## src/rtl/ctl_pkg.sv

```systemverilog
package ctl_pkg;
  localparam int DATA_W = 32;
  localparam int ADDR_W = 4;
  localparam int FLAG_W = 4;
  localparam int CWP_W  = 5;
  localparam int IPRI_W = 6;
  localparam int ST_W   = FLAG_W + CWP_W + IPRI_W + 3;
  localparam int WV_HI_LSB = 8;

  typedef struct packed {
    logic              ic;
    logic              dc;
    logic              ie;
    logic [IPRI_W-1:0] ipri;
    logic [CWP_W-1:0]  cwp;
    logic [FLAG_W-1:0] flags;
  } status_t;

  localparam logic [ADDR_W-1:0] A_STATUS  = 4'd0;
  localparam logic [ADDR_W-1:0] A_ISTATUS = 4'd1;
  localparam logic [ADDR_W-1:0] A_WLIMIT  = 4'd2;
  localparam logic [ADDR_W-1:0] A_IE_CLR  = 4'd8;
  localparam logic [ADDR_W-1:0] A_IE_SET  = 4'd9;
endpackage

```

## src/rtl/ctl_wnd.sv

```systemverilog
module ctl_wnd
  import ctl_pkg::*;
#(
  parameter bit EXC_EN = 1'b1
) (
  input  logic             clk_i,
  input  logic             rst_ni,
  input  logic             eval_i,
  input  logic             save_i,
  input  logic             restore_i,
  input  logic             ie_i,
  input  logic [CWP_W-1:0] cwp_i,
  input  logic [CWP_W-1:0] lo_i,
  input  logic [CWP_W-1:0] hi_i,
  output logic             mv_o,
  output logic [CWP_W-1:0] cwp_nxt_o,
  output logic             ovf_o,
  output logic             unf_o
);
  logic fault_en;
  logic ovf_d, unf_d;
  logic save_ok, rest_ok;

  generate
    if (EXC_EN) begin : g_exc
      assign fault_en = ie_i;
    end else begin : g_noexc
      assign fault_en = 1'b0;
    end
  endgenerate

  assign save_ok = cwp_i > lo_i;
  assign rest_ok = cwp_i < hi_i;

  always_comb begin
    mv_o      = 1'b0;
    cwp_nxt_o = cwp_i;
    ovf_d     = 1'b0;
    unf_d     = 1'b0;
    if (eval_i) begin
      if (save_i) begin
        if (save_ok) begin
          mv_o      = 1'b1;
          cwp_nxt_o = cwp_i - 1'b1;
        end else begin
          ovf_d = fault_en;
        end
      end else if (restore_i) begin
        if (rest_ok) begin
          mv_o      = 1'b1;
          cwp_nxt_o = cwp_i + 1'b1;
        end else begin
          unf_d = fault_en;
        end
      end
    end
  end

  always_ff @(posedge clk_i or negedge rst_ni) begin
    if (!rst_ni) begin
      ovf_o <= 1'b0;
      unf_o <= 1'b0;
    end else begin
      ovf_o <= ovf_d;
      unf_o <= unf_d;
    end
  end


  pulse_excl_chk: assert property (@(posedge clk_i) disable iff (!rst_ni)
    !(ovf_o && unf_o));
endmodule

```

## src/rtl/ctl_status.sv

```systemverilog
module ctl_status
  import ctl_pkg::*;
#(
  parameter logic [CWP_W-1:0] RST_CWP = 5'd7
) (
  input  logic             clk_i,
  input  logic             rst_ni,
  input  logic             exc_take_i,
  input  logic             rte_i,
  input  logic             wr_st_i,
  input  logic             wr_ist_i,
  input  logic             ie_clr_i,
  input  logic             ie_set_i,
  input  logic [ST_W-1:0]  wdata_i,
  input  logic             mv_i,
  input  logic [CWP_W-1:0] cwp_nxt_i,
  output status_t          status_o,
  output status_t          istatus_o
);
  status_t status_q, istatus_q;

  always_ff @(posedge clk_i or negedge rst_ni) begin
    if (!rst_ni) begin
      status_q     <= '0;
      status_q.cwp <= RST_CWP;
      istatus_q    <= '0;
    end else if (exc_take_i) begin
      istatus_q   <= status_q;
      status_q.ie <= 1'b0;
    end else if (rte_i) begin
      status_q <= istatus_q;
    end else if (wr_st_i) begin
      status_q <= status_t'(wdata_i);
    end else if (wr_ist_i) begin
      istatus_q <= status_t'(wdata_i);
    end else if (ie_clr_i) begin
      status_q.ie <= 1'b0;
    end else if (ie_set_i) begin
      status_q.ie <= 1'b1;
    end else if (mv_i) begin
      status_q.cwp <= cwp_nxt_i;
    end
  end

  assign status_o  = status_q;
  assign istatus_o = istatus_q;


  exc_save_chk: assert property (@(posedge clk_i) disable iff (!rst_ni)
    exc_take_i |=> (istatus_q == $past(status_q)) && !status_q.ie);

  rte_restore_chk: assert property (@(posedge clk_i) disable iff (!rst_ni)
    rte_i && !exc_take_i |=> status_q == $past(istatus_q));

  ie_set_chk: assert property (@(posedge clk_i) disable iff (!rst_ni)
    ie_set_i && !exc_take_i && !rte_i |=> status_q.ie);

  ie_clr_chk: assert property (@(posedge clk_i) disable iff (!rst_ni)
    ie_clr_i |=> !status_q.ie);
endmodule

```

## src/rtl/ctl_rdmux.sv

```systemverilog
module ctl_rdmux
  import ctl_pkg::*;
(
  input  logic [ADDR_W-1:0] addr_i,
  input  status_t           status_i,
  input  status_t           istatus_i,
  input  logic [CWP_W-1:0]  lo_i,
  input  logic [CWP_W-1:0]  hi_i,
  output logic [DATA_W-1:0] rdata_o
);
  logic [DATA_W-1:0] wlim;

  always_comb begin
    wlim = '0;
    wlim[WV_HI_LSB +: CWP_W] = hi_i;
    wlim[CWP_W-1:0]          = lo_i;
  end

  always_comb begin
    unique case (addr_i)
      A_STATUS:  rdata_o = DATA_W'(status_i);
      A_ISTATUS: rdata_o = DATA_W'(istatus_i);
      A_WLIMIT:  rdata_o = wlim;
      default:   rdata_o = '0;
    endcase
  end
endmodule

```

## src/rtl/proc_ctl_regs.sv

```systemverilog
module proc_ctl_regs
  import ctl_pkg::*;
#(
  parameter bit               EXC_EN = 1'b1,
  parameter logic [CWP_W-1:0] RST_HI = 5'd7,
  parameter logic [CWP_W-1:0] RST_LO = 5'd1
) (
  input  logic              clk_i,
  input  logic              rst_ni,
  input  logic              wr_en_i,
  input  logic [ADDR_W-1:0] addr_i,
  input  logic [DATA_W-1:0] wdata_i,
  output logic [DATA_W-1:0] rdata_o,
  input  logic              save_i,
  input  logic              restore_i,
  input  logic              exc_take_i,
  input  logic              rte_i,
  output logic [CWP_W-1:0]  cwp_o,
  output logic              ie_o,
  output logic              win_ovf_o,
  output logic              win_unf_o
);
  status_t          status, istatus;
  logic [CWP_W-1:0] lo_q, hi_q, cwp_nxt;
  logic             wr_ok, eval, mv;
  logic             unused_wdata;

  assign unused_wdata = ^wdata_i[DATA_W-1:ST_W];

  assign wr_ok = wr_en_i && !exc_take_i && !rte_i;
  assign eval  = !exc_take_i && !rte_i && !wr_en_i;

  always_ff @(posedge clk_i or negedge rst_ni) begin
    if (!rst_ni) begin
      lo_q <= RST_LO;
      hi_q <= RST_HI;
    end else if (wr_ok && addr_i == A_WLIMIT) begin
      lo_q <= wdata_i[CWP_W-1:0];
      hi_q <= wdata_i[WV_HI_LSB +: CWP_W];
    end
  end

  ctl_wnd #(.EXC_EN(EXC_EN)) u_wnd (
    .clk_i     (clk_i),
    .rst_ni    (rst_ni),
    .eval_i    (eval),
    .save_i    (save_i),
    .restore_i (restore_i),
    .ie_i      (status.ie),
    .cwp_i     (status.cwp),
    .lo_i      (lo_q),
    .hi_i      (hi_q),
    .mv_o      (mv),
    .cwp_nxt_o (cwp_nxt),
    .ovf_o     (win_ovf_o),
    .unf_o     (win_unf_o)
  );

  ctl_status #(.RST_CWP(RST_HI)) u_status (
    .clk_i      (clk_i),
    .rst_ni     (rst_ni),
    .exc_take_i (exc_take_i),
    .rte_i      (rte_i),
    .wr_st_i    (wr_ok && addr_i == A_STATUS),
    .wr_ist_i   (wr_ok && addr_i == A_ISTATUS),
    .ie_clr_i   (wr_ok && addr_i == A_IE_CLR),
    .ie_set_i   (wr_ok && addr_i == A_IE_SET),
    .wdata_i    (wdata_i[ST_W-1:0]),
    .mv_i       (mv),
    .cwp_nxt_i  (cwp_nxt),
    .status_o   (status),
    .istatus_o  (istatus)
  );

  ctl_rdmux u_rdmux (
    .addr_i    (addr_i),
    .status_i  (status),
    .istatus_i (istatus),
    .lo_i      (lo_q),
    .hi_i      (hi_q),
    .rdata_o   (rdata_o)
  );

  assign cwp_o = status.cwp;
  assign ie_o  = status.ie;


  ovf_cwp_hold_chk: assert property (@(posedge clk_i) disable iff (!rst_ni)
    win_ovf_o |-> $stable(cwp_o));

  unf_cwp_hold_chk: assert property (@(posedge clk_i) disable iff (!rst_ni)
    win_unf_o |-> $stable(cwp_o));

  pulse_needs_ie_chk: assert property (@(posedge clk_i) disable iff (!rst_ni)
    (win_ovf_o || win_unf_o) |-> $past(ie_o));

  wr_blocks_move_chk: assert property (@(posedge clk_i) disable iff (!rst_ni)
    wr_en_i |=> !win_ovf_o && !win_unf_o);
endmodule

```

## config.mk

```make
export PLATFORM = sky130hd
export DESIGN_NAME = proc_ctl_regs
export DESIGN_NICKNAME = d
export VERILOG_FILES = /design/src/rtl/ctl_pkg.sv /design/src/rtl/ctl_wnd.sv /design/src/rtl/ctl_status.sv /design/src/rtl/ctl_rdmux.sv /design/src/rtl/proc_ctl_regs.sv
export SDC_FILE = /design/constraint.sdc
export NUM_CORES = 1
export LEC_CHECK = 0
export BUFFER_PORTS_ARGS = -buffer_cell sky130_fd_sc_hd__buf_2
export CORE_MARGIN = 5
export CORE_UTILIZATION = 57
export CTS_CLUSTER_DIAMETER = 150
export DETAILED_ROUTE_END_ITERATION = 8
export PLACE_DENSITY = 0.86
export REMOVE_ABC_BUFFERS = 1
export SLEW_MARGIN = 20
export SYNTH_ARGS = -nofsm -noshare
export SYNTH_HDL_FRONTEND = slang
export SYNTH_SLANG_ARGS = --single-unit
```

## constraint.sdc

```tcl
create_clock -name clk_i -period 2.99 [get_ports clk_i]
set_input_delay 0 -clock clk_i [delete_from_list [all_inputs] [get_ports clk_i]]
set_output_delay 0 -clock clk_i [all_outputs]
set_load 0.05 [all_outputs]
```

==> out/summary.txt, run 1 <==
Seq/Total Area, Yosys -> 39.83%
Hold Slack -> -4.625 ps
Clock root cell -> clkbuf_8
Die width -> 83.01 um
Drt wl/cell -> 16.55 um
Post-synth EDFFs -> 0
Crit. End Element -> flop
Worst hold path type -> input pin to flop
Largest net degree at the start of global routing -> 49
Share of layout cells above drive strength 1 -> 24.09%
DP HPWL -> 5.081 mm
Vias per cell -> 5.706
Synth cell types -> 46
Nets@finish -> 441
# Max-Cap Violations -> 0
Reg clk slew, reported paths -> 90 ps
Post-DRT Antenna Nets -> 0
Main flop type after synthesis -> dfrtp_1
Share of flip-flops with an asynchronous set or reset -> 100.0%
WS Path Type -> flop to flop
GRT overflow -> 0
Synth Instances -> 323
Clock Latency Late Sink -> 310 ps
Setup TNS -> 0 ps
Antenna violations before repair -> 0
Ant. Diodes -> 0
Vias in the first global route -> 2664
DRT Pass-1 Iters -> 4
Die Area -> 0.006890 mm2
TritonCTS clock tree -> yes
Setup Viol. Count Final -> 0
Post-Route Skew -> 9.730 ps
Total power divided by cell area -> 652.7 mW/mm2
Final Hold Vio Count -> 3
Area growth, synth to finish -> 18.08%
Input/output buffers -> 54
CP startpoint kind -> flop
Site row count -> 26
Core area -> 0.005140 mm2
Worst slew pin tran -> 656.8 ps
Clock buffer count from CTS -> 5
Worst Path Required -> 3180 ps
Max-slew violations -> 0
Leak -> 1.875 nW
First-pass GRT wire length -> 12.94 mm
Syn Area/Cell -> 9.405 um2
Failing checks -> negative hold slack
Wirelength, routed -> 7.546 mm
CP Max Fanout -> 7
Initial Utilization -> 59.10%
Sequential cell area -> 0.001210 mm2
F_max -> 0.4316 GHz
RSZ-0062 raised after global routing -> false
Min Tclk post-route -> 2317 ps
Status -> finished with violations
Post-route DRC -> 0
Synth warn -> 0
Synthesized area -> 0.003038 mm2
Critical path arrival -> 2510 ps
Gp weighted congestion -> 0.8349
IO Count -> 83
Chip Height -> 83.01 um
Initial DRC count -> 191
Relative slew slack -> 56.06%
H-Tree Level Count -> 2
VDD IR max -> 0.3748 mV
Total number of vias -> 2602
Clock Sinks -> 48
#FFs+latches synth -> 48
Final worst-path cycle share -> 77.50%
Fillers -> 417
Multi-input logic area -> 0.001630 mm2
Total Routing Usage GR -> 22.56%
Clock buffer depth -> 2
Overall power -> 2.342 mW
[registers in the layout (all words and copies together), names as in the netlist]
name,count
u_status.istatus_o,18
u_wnd.unf_o,1
hi_q,5
u_wnd.ovf_o,1
lo_q,5
u_status.status_o,18
[cell usage in the layout (no fill, tap or decap), drive strengths merged, types with 2 or more instances in the layout]
| master | synthesis | final |
|---|---|---|
| nor4b | 3 | 3 |
| nor3b | 2 | 2 |
| buf | 25 | 60 |
| xnor2 | 2 | 2 |
| dlygate4sd3 | 0 | 16 |
| a31oi | 3 | 3 |
| nand3 | 3 | 3 |
| clkbuf | 9 | 6 |
| inv | 16 | 16 |
| mux2i | 31 | 31 |
| dfstp | 7 | 7 |
| o211ai | 4 | 4 |
| dfrtp | 41 | 41 |
| a21o | 2 | 2 |
| mux2 | 13 | 13 |
| a22o | 8 | 8 |
| a21boi | 2 | 2 |
| nor2b | 2 | 2 |
| ha | 12 | 12 |
| nand2 | 62 | 62 |
| nor2 | 5 | 5 |
| conb | 1 | 14 |
| o21ai | 36 | 36 |
| a211oi | 2 | 2 |
| a22oi | 11 | 11 |
| a21oi | 7 | 7 |
[power breakdown]
group | switching [mW] | total [mW] | internal, mW
combinational | 0.540 | 0.875 | 0.335
sequential | 0.158 | 0.960 | 0.802
clock | 0.233 | 0.506 | 0.274
total | 0.931 | 2.34 | 1.41
[final timing paths]
path / cells after the start / slack, ps / startpoint / end
min in group asynchronous: 2 / 230 / rst_ni / u_status.istatus_o[14]$_DFFE_PN0P_
hold / removal: 3 / -5 / wdata_i[17] / u_status.status_o[17]$_DFFE_PN0P_
hold reg to reg: 2 / 520 / u_status.status_o[14]$_DFFE_PN0P_ / u_status.istatus_o[14]$_DFFE_PN0P_
setup / recovery: 6 / 670 / u_status.status_o[6]$_DFFE_PN1P_ / u_status.status_o[8]$_DFFE_PN0P_
setup reg to reg: 6 / 670 / u_status.status_o[6]$_DFFE_PN1P_ / u_status.status_o[8]$_DFFE_PN0P_
max in group asynchronous: 2 / 2310 / rst_ni / u_status.istatus_o[7]$_DFFE_PN0P_
[synthesized netlist by cell type, types with 3 or more instances]
| library cell | count | area (um2) |
|---|---|---|
| nand2_1 | 61 | 229.0 |
| dfrtp_1 | 41 | 1026 |
| o21ai_0 | 35 | 175.2 |
| mux2i_1 | 31 | 310.3 |
| buf_4 | 20 | 150.1 |
| inv_1 | 16 | 60.06 |
| ha_1 | 12 | 150.1 |
| a22oi_1 | 11 | 82.58 |
| mux2_2 | 10 | 112.6 |
| clkbuf_1 | 9 | 33.78 |
| a22o_1 | 8 | 70.07 |
| a21oi_1 | 7 | 35.03 |
| dfstp_2 | 7 | 183.9 |
| nor2_1 | 5 | 18.77 |
| buf_2 | 4 | 20.02 |
| o211ai_1 | 4 | 30.03 |
| a31oi_1 | 3 | 18.77 |
| mux2_1 | 3 | 33.78 |
| nand3_1 | 3 | 15.01 |
| nor4b_1 | 3 | 26.28 |
[area by class of cell]
type / instances / area share [%]
Clock buffer: 6 / 2.302
Clock inverter: 2 / 1.081
Inverter: 16 / 1.674
Multi-Input combinational cell: 238 / 45.45
Sequential cell: 48 / 33.73
Tap cell: 70 / 2.442
Timing Repair Buffer: 76 / 13.32
[per-stage QoR]
stage                     worst slack [ps]  std cells  util (%)  cell area, um2
after floorplan                      96.09        302         -            2879
after global placement               822.4        432     64.26            3303
after detailed placement             683.9        432     64.26            3303
after CTS                            664.8        456     69.74            3585
after global routing                 586.9        456     69.79            3587
final                                672.8        456     69.79            3587
[routing by layer]
layer | track usage (%) | part of all wire [%] | vias up
li1 | - | - | 1225
met1 | 29.13 | 42 | 1257
met2 | 38.19 | 49 | 110
met3 | 5.446 | 7.8 | 10
met4 | 5.349 | 1.1 | 0
met5 | 0 | 0 | -
[repair_timing]
item	in CTS	in global routing
hold buffers	16	0
hold endpoints to repair	56	0
resized for setup	0	0
buffers inserted	0	0
[critical path, stage by stage, from the launching register on]
cell and delay, ps:
dfstp_2 630, ha_1 280, a211oi_1 270, o21ai_0 150, o22a_1 270, a21boi_4 250
mux2_1 350
[cells by family after synthesis]
group / synth area share, %
compound gates: 17.05
xor+xnor: 0.8651
fa+ha+maj: 5.601
buf+inv: 8.814
flops: 39.83
mux: 15.03
other cells: 0.1234
simple gates: 12.69
Power figures use the tool's default switching activity.
==> run 2: changes to the inputs <==
Settings changed: CORE_UTILIZATION 57 to 48, PLACE_DENSITY 0.86 to 0.77.
Clock period 2.99 ns to 2 ns, I/O delays scaled along.
==> run 2 against run 1 <==
Die area up 16%. Non-clock buffer count up 13. Global-route usage down 2.0 points. Register-to-register slack worse by 750 ps. Worst setup slack worse by 750 ps. Cell area up 4.8%. Via count down 0.38%. Largest cell class unchanged. Clock skew down 3.1 ps. Critical path depth up 2. The run ends with negative setup slack left. Sequential power up 44%. Combinational power up 98%.
==> out/summary.txt, run 2 (same netlist as run 1, synthesis figures left out) <==
Status -> finished with violations
Failing checks -> negative setup slack
Input/output buffers -> 54
Largest net degree at the start of global routing -> 28
Chip Height -> 89.56 um
Met3 GRT Util -> 3.594%
CP peak stage delay -> 540 ps
DRT Pass-1 Iters -> 5
Gp weighted congestion -> 0.8724
Met1 Track Usage GR -> 26.74%
CP Max Fanout -> 4
Total number of vias -> 2592
Worst slew pin tran -> 660.5 ps
Min Tclk post-route -> 2081 ps
Total power divided by cell area -> 986.8 mW/mm2
Setup TNS -> -289.6 ps
Overall power -> 3.709 mW
Area post-placement -> 0.003407 mm2
Post-DRT Antenna Nets -> 0
Post-Route Skew -> 6.679 ps
Worst slack at placement -> -132.2 ps
Crit. End Element -> flop
DP HPWL -> 5.493 mm
Ant. Diodes -> 0
Core area -> 0.006241 mm2
# Max-Cap Violations -> 0
Flop2flop setup slack -> -80 ps
Cell mode on critical path -> o211ai_1
TritonCTS clock tree -> yes
Critical path arrival -> 2300 ps
Setup Viol. Count Final -> 5
CP top delay family -> compound AO/OA/AOI/OAI gates
Worst setup margin -> -80.54 ps
Worst r2r dst -> u_status.status_o[5]$_DFFE_PN1P_
Clock buffer depth -> 2
Sequential cell area -> 0.001210 mm2
Clock buffer count from CTS -> 5
Share of layout cells above drive strength 1 -> 30.83%
Reg clk slew, reported paths -> 90 ps
Vias in the first global route -> 2639
Relative slew slack -> 55.81%
Final Hold Vio Count -> 0
IO Count -> 83
Final worst-path cycle share -> 104.0%
Multi-input logic area -> 0.001715 mm2
Most common cell after layout, fill and taps aside -> nand2_1
Initial Utilization -> 48.68%
F_max -> 0.4806 GHz
Die Area -> 0.008020 mm2
Wirelength, routed -> 7.828 mm
Initial DRC count -> 132
Clock root cell -> clkbuf_8
First-pass GRT wire length -> 12.63 mm
Total Routing Usage GR -> 20.56%
Buffers & Inverters on Critical Path -> 2
VDD IR max -> 0.6872 mV
Most used routing layer -> met2
Clock Latency Late Sink -> 300 ps
Depth of the worst hold-timing path -> 3
Worst reg2reg startpoint -> hi_q[1]$_DFFE_PN1P_
Worst hold start -> wdata_i[14]
Site row count -> 29
GRT overflow -> 0
Die width -> 89.56 um
Worst hold path type -> input pin to flop
RSZ-0062 raised after global routing -> true
Post-route cell area -> 0.003759 mm2
Area growth, synth to finish -> 23.72%
CP startpoint kind -> flop
GR Layer Usage met2 -> 34.71%
Fillers -> 537
Post-route DRC -> 0
Slowest CP cell -> dfstp_2
Antenna violations before repair -> 0
WS Path Type -> flop to flop
Drt wl/cell -> 16.45 um
CP Cell Sequence -> inv_2, ha_4, o211ai_1, o211ai_1, a21boi_2, a21boi_4, buf_6, mux2i_4
Nets@finish -> 454
Final Util -> 60.22%
Clock Sinks -> 48
H-Tree Level Count -> 2
Leak -> 1.944 nW
Worst Path Required -> 2220 ps
Max-slew violations -> 0
Hold Path End -> u_status.status_o[14]$_DFFE_PN0P_
Most frequent cells in the layout -> nand2_1, buf_2, dfrtp_1, o21ai_0, mux2i_1
Reg2Reg Depth -> 8
Vias per cell -> 5.445
[run 2: cell type report]
type | count | area share, %
clock buffers | 7 | 2.297
clock inverters | 1 | 0.1997
inverters | 16 | 1.598
multi-input cells | 238 | 45.64
flip-flops and latches | 48 | 32.19
well taps | 77 | 2.563
repair buffers | 89 | 15.51
[run 2: repair_timing]
item / CTS / global route
setup buffers: 4 / 2
hold buffers: 12 / 0
hold endpoints to repair: 26 / 0
endpoints found under the setup margin: 5 / 5
gates resized for setup: 14 / 6
pin swaps: 8 / 6
[run 2: worst max path at each step]
| stage | from | end | slack [ps] | cells past startpoint |
|---|---|---|---|---|
| 4_1_cts | hi_q[2]$_DFFE_PN1P_ | u_status.status_o[5]$_DFFE_PN1P_ | 0.9 | 8 |
| 2_1_floorplan | addr_i[1] | u_status.istatus_o[8]$_DFFE_PN0P_ | -890 | 4 |
| 3_5_place_dp | hi_q[1]$_DFFE_PN1P_ | u_status.status_o[5]$_DFFE_PN1P_ | -130 | 8 |
| 6_report | hi_q[1]$_DFFE_PN1P_ | u_status.status_o[5]$_DFFE_PN1P_ | -80 | 8 |
| 3_3_place_gp | hi_q[1]$_DFFE_PN1P_ | u_status.status_o[8]$_DFFE_PN0P_ | -30 | 7 |
| 5_1_grt | hi_q[1]$_DFFE_PN1P_ | u_status.status_o[5]$_DFFE_PN1P_ | -130 | 8 |
[run 2: worst register-to-register path: stages, from the launching register on]
cell	delay [ps]
dfstp_2	540
inv_2	50
ha_4	250
o211ai_1	100
o211ai_1	310
a21boi_2	120
a21boi_4	260
buf_6	150
mux2i_4	220
[run 2: report_power, final]
part / leakage, nW / internal [mW] / switching (mW) / total, mW
Sequential: 0.600 / 1.20 / 0.178 / 1.38
Combinational: 1.30 / 0.739 / 0.989 / 1.73
Clock: 0.0445 / 0.281 / 0.323 / 0.605
[run 2: per-stage QoR]
| step | std cells | hold slack [ps] |
|---|---|---|
| final | 476 | 13.05 |
| after floorplan | 302 | -295.6 |
| after detailed placement | 450 | 18.95 |
| after CTS | 474 | 9.704 |
| after global placement | 450 | 17.10 |
| after global routing | 476 | 19.01 |
[run 2: routing by layer]
layer  part of all wire (%)  up-vias
met1                     43     1250
li1                       -     1255
met5                      0        -
met4                   0.68        0
met2                     50       81
met3                    6.0        6
==> run 3: changes to the inputs <==
Settings changed: PLACE_DENSITY 0.77 to unset, PLACE_DENSITY_LB_ADDON set to 0.1.
==> run 3 against run 2 <==
The flow now finishes without violations. Clock-buffer cell count fell by 1. Critical path depth decreased by 1. Critical endpoint is now u_status.status_o[7]$_DFFE_PN0P_. Non-clock buffer count rose by 3. Sequential share of layout area down 0.11 points. Sequential power barely moved.
==> out/summary.txt, run 3 (same netlist as run 1, synthesis figures left out) <==
Status -> completed
Drt wl/cell -> 16.13 um
IO Count -> 83
Min Tclk post-route -> 1994 ps
Clock root cell -> clkbuf_8
Worst setup margin -> 5.506 ps
F_max -> 0.5014 GHz
Critical path arrival -> 2180 ps
Finished Layout Cells -> 479
CP Max Fanout -> 4
Flop2flop setup slack -> 6 ps
Ant. Diodes -> 0
Core area -> 0.006241 mm2
Area post-placement -> 0.003432 mm2
VDD IR max -> 0.6124 mV
Final Hold Vio Count -> 0
CP peak stage delay -> 570 ps
Relative slew slack -> 54.54%
Clock Latency Late Sink -> 300 ps
# Max-Cap Violations -> 0
Overall power -> 3.714 mW
Post-DRT Antenna Nets -> 0
TritonCTS clock tree -> yes
Worst slew pin tran -> 681.9 ps
First-pass GRT wire length -> 12.41 mm
Clock Sinks -> 48
Post-Route Skew -> 8.108 ps
Antenna violations before repair -> 0
Worst hold path type -> input pin to flop
Crit. End Element -> flop
Chip Height -> 89.56 um
Area growth, synth to finish -> 24.14%
Most frequent cells in the layout -> nand2_1, buf_2, dfrtp_1, o21ai_0, mux2i_1
Leak -> 1.963 nW
Die width -> 89.56 um
Initial Utilization -> 48.68%
DRT Pass-1 Iters -> 4
Clock buffer count from CTS -> 5
GRT overflow -> 0
Worst Path Required -> 2180 ps
Share of layout cells above drive strength 1 -> 31.09%
Setup Viol. Count Final -> 0
Post-route DRC -> 0
Dpl cells -> 455
DP HPWL -> 5.480 mm
Reg clk slew, reported paths -> 90 ps
Total number of vias -> 2524
Max-slew violations -> 0
Final worst-path cycle share -> 99.72%
Post-route cell area -> 0.003771 mm2
WS Path Type -> flop to flop
Initial DRC count -> 43
Worst slack at placement -> -68.91 ps
Vias in the first global route -> 2466
Clock buffer depth -> 2
Total Routing Usage GR -> 20.27%
Slowest CP cell -> dfstp_2
CP startpoint kind -> flop
Fillers -> 571
Site row count -> 29
Nets@finish -> 457
Largest net degree at the start of global routing -> 37
RSZ-0062 raised after global routing -> true
CP Cell Sequence -> buf_4, ha_1, nand4_1, o21bai_1, o22a_1, a21boi_4, mux2_4
Total power divided by cell area -> 984.8 mW/mm2
Gp weighted congestion -> 0.8437
Die Area -> 0.008020 mm2
Vias per cell -> 5.269
Hold Slack -> 7.127 ps
Wirelength, routed -> 7.725 mm
H-Tree Level Count -> 2
Input/output buffers -> 54
Most common cell after layout, fill and taps aside -> nand2_1
[run 3: repair_timing]
action | 4_1_cts | 5_1_grt
setup buffers | 0 | 3
setup endpoints to repair | 5 | 5
resized for setup | 11 | 8
hold buffers | 13 | 0
endpoints found under the hold margin | 32 | 0
pin swaps | 6 | 6
[run 3: through the flow]
stage	util, %	TNS [ps]
detailed placement	54.99	-243.3
floorplan	-	-21140
CTS	59.48	0
finish	60.43	0
global placement	54.99	-69.74
global route	60.43	-270.2
[run 3: final cells by class]
class                   instances  area, um2  area share (%)
clock buffers                   6      72.57           1.924
clock inverters                 2      35.03          0.9290
inverters                      16      60.06           1.593
multi-input cells             238       1702           45.12
flip-flops and latches         48       1210           32.08
well taps                      77      96.34           2.555
repair buffers                 92      595.6           15.79
[run 3: power by group]
group	leakage [nW]	switching [mW]	total, mW	internal, mW
clock network	0.0552	0.336	0.707	0.372
logic	1.31	0.936	1.64	0.704
registers	0.600	0.170	1.37	1.20
total	1.96	1.44	3.71	2.27
[run 3: final timing paths]
check | start | end | depth (start not counted)
max | u_status.status_o[5]$_DFFE_PN1P_ | u_status.status_o[7]$_DFFE_PN0P_ | 7
min | wdata_i[15] | u_status.istatus_o[15]$_DFFE_PN0P_ | 3
max reg2reg | u_status.status_o[5]$_DFFE_PN1P_ | u_status.status_o[7]$_DFFE_PN0P_ | 7
min reg2reg | u_status.status_o[14]$_DFFE_PN0P_ | u_status.status_o[14]$_DFFE_PN0P_ | 2
max in group asynchronous | rst_ni | lo_q[0]$_DFFE_PN1P_ | 3
min in group asynchronous | rst_ni | u_status.istatus_o[5]$_DFFE_PN0P_ | 2
[run 3: layer usage]
metal	GRT usage, %	part of all wire (%)	wire, um	vias to the layer above
li1	-	-	-	1262
met1	26.75	46	3581	1193
met2	34.64	47	3606	58
met3	3.134	4.9	379	11
met4	5.142	2.0	157	0
met5	0	0	0	-
[run 3: worst max-delay path, delay by kind of cell, from the launching register on]
family | cells | cell delay [ps]
flops | 1 | 570
compound gates | 3 | 560
mux | 1 | 320
fa+ha+maj | 1 | 210
buf+inv | 1 | 110
simple gates | 1 | 90
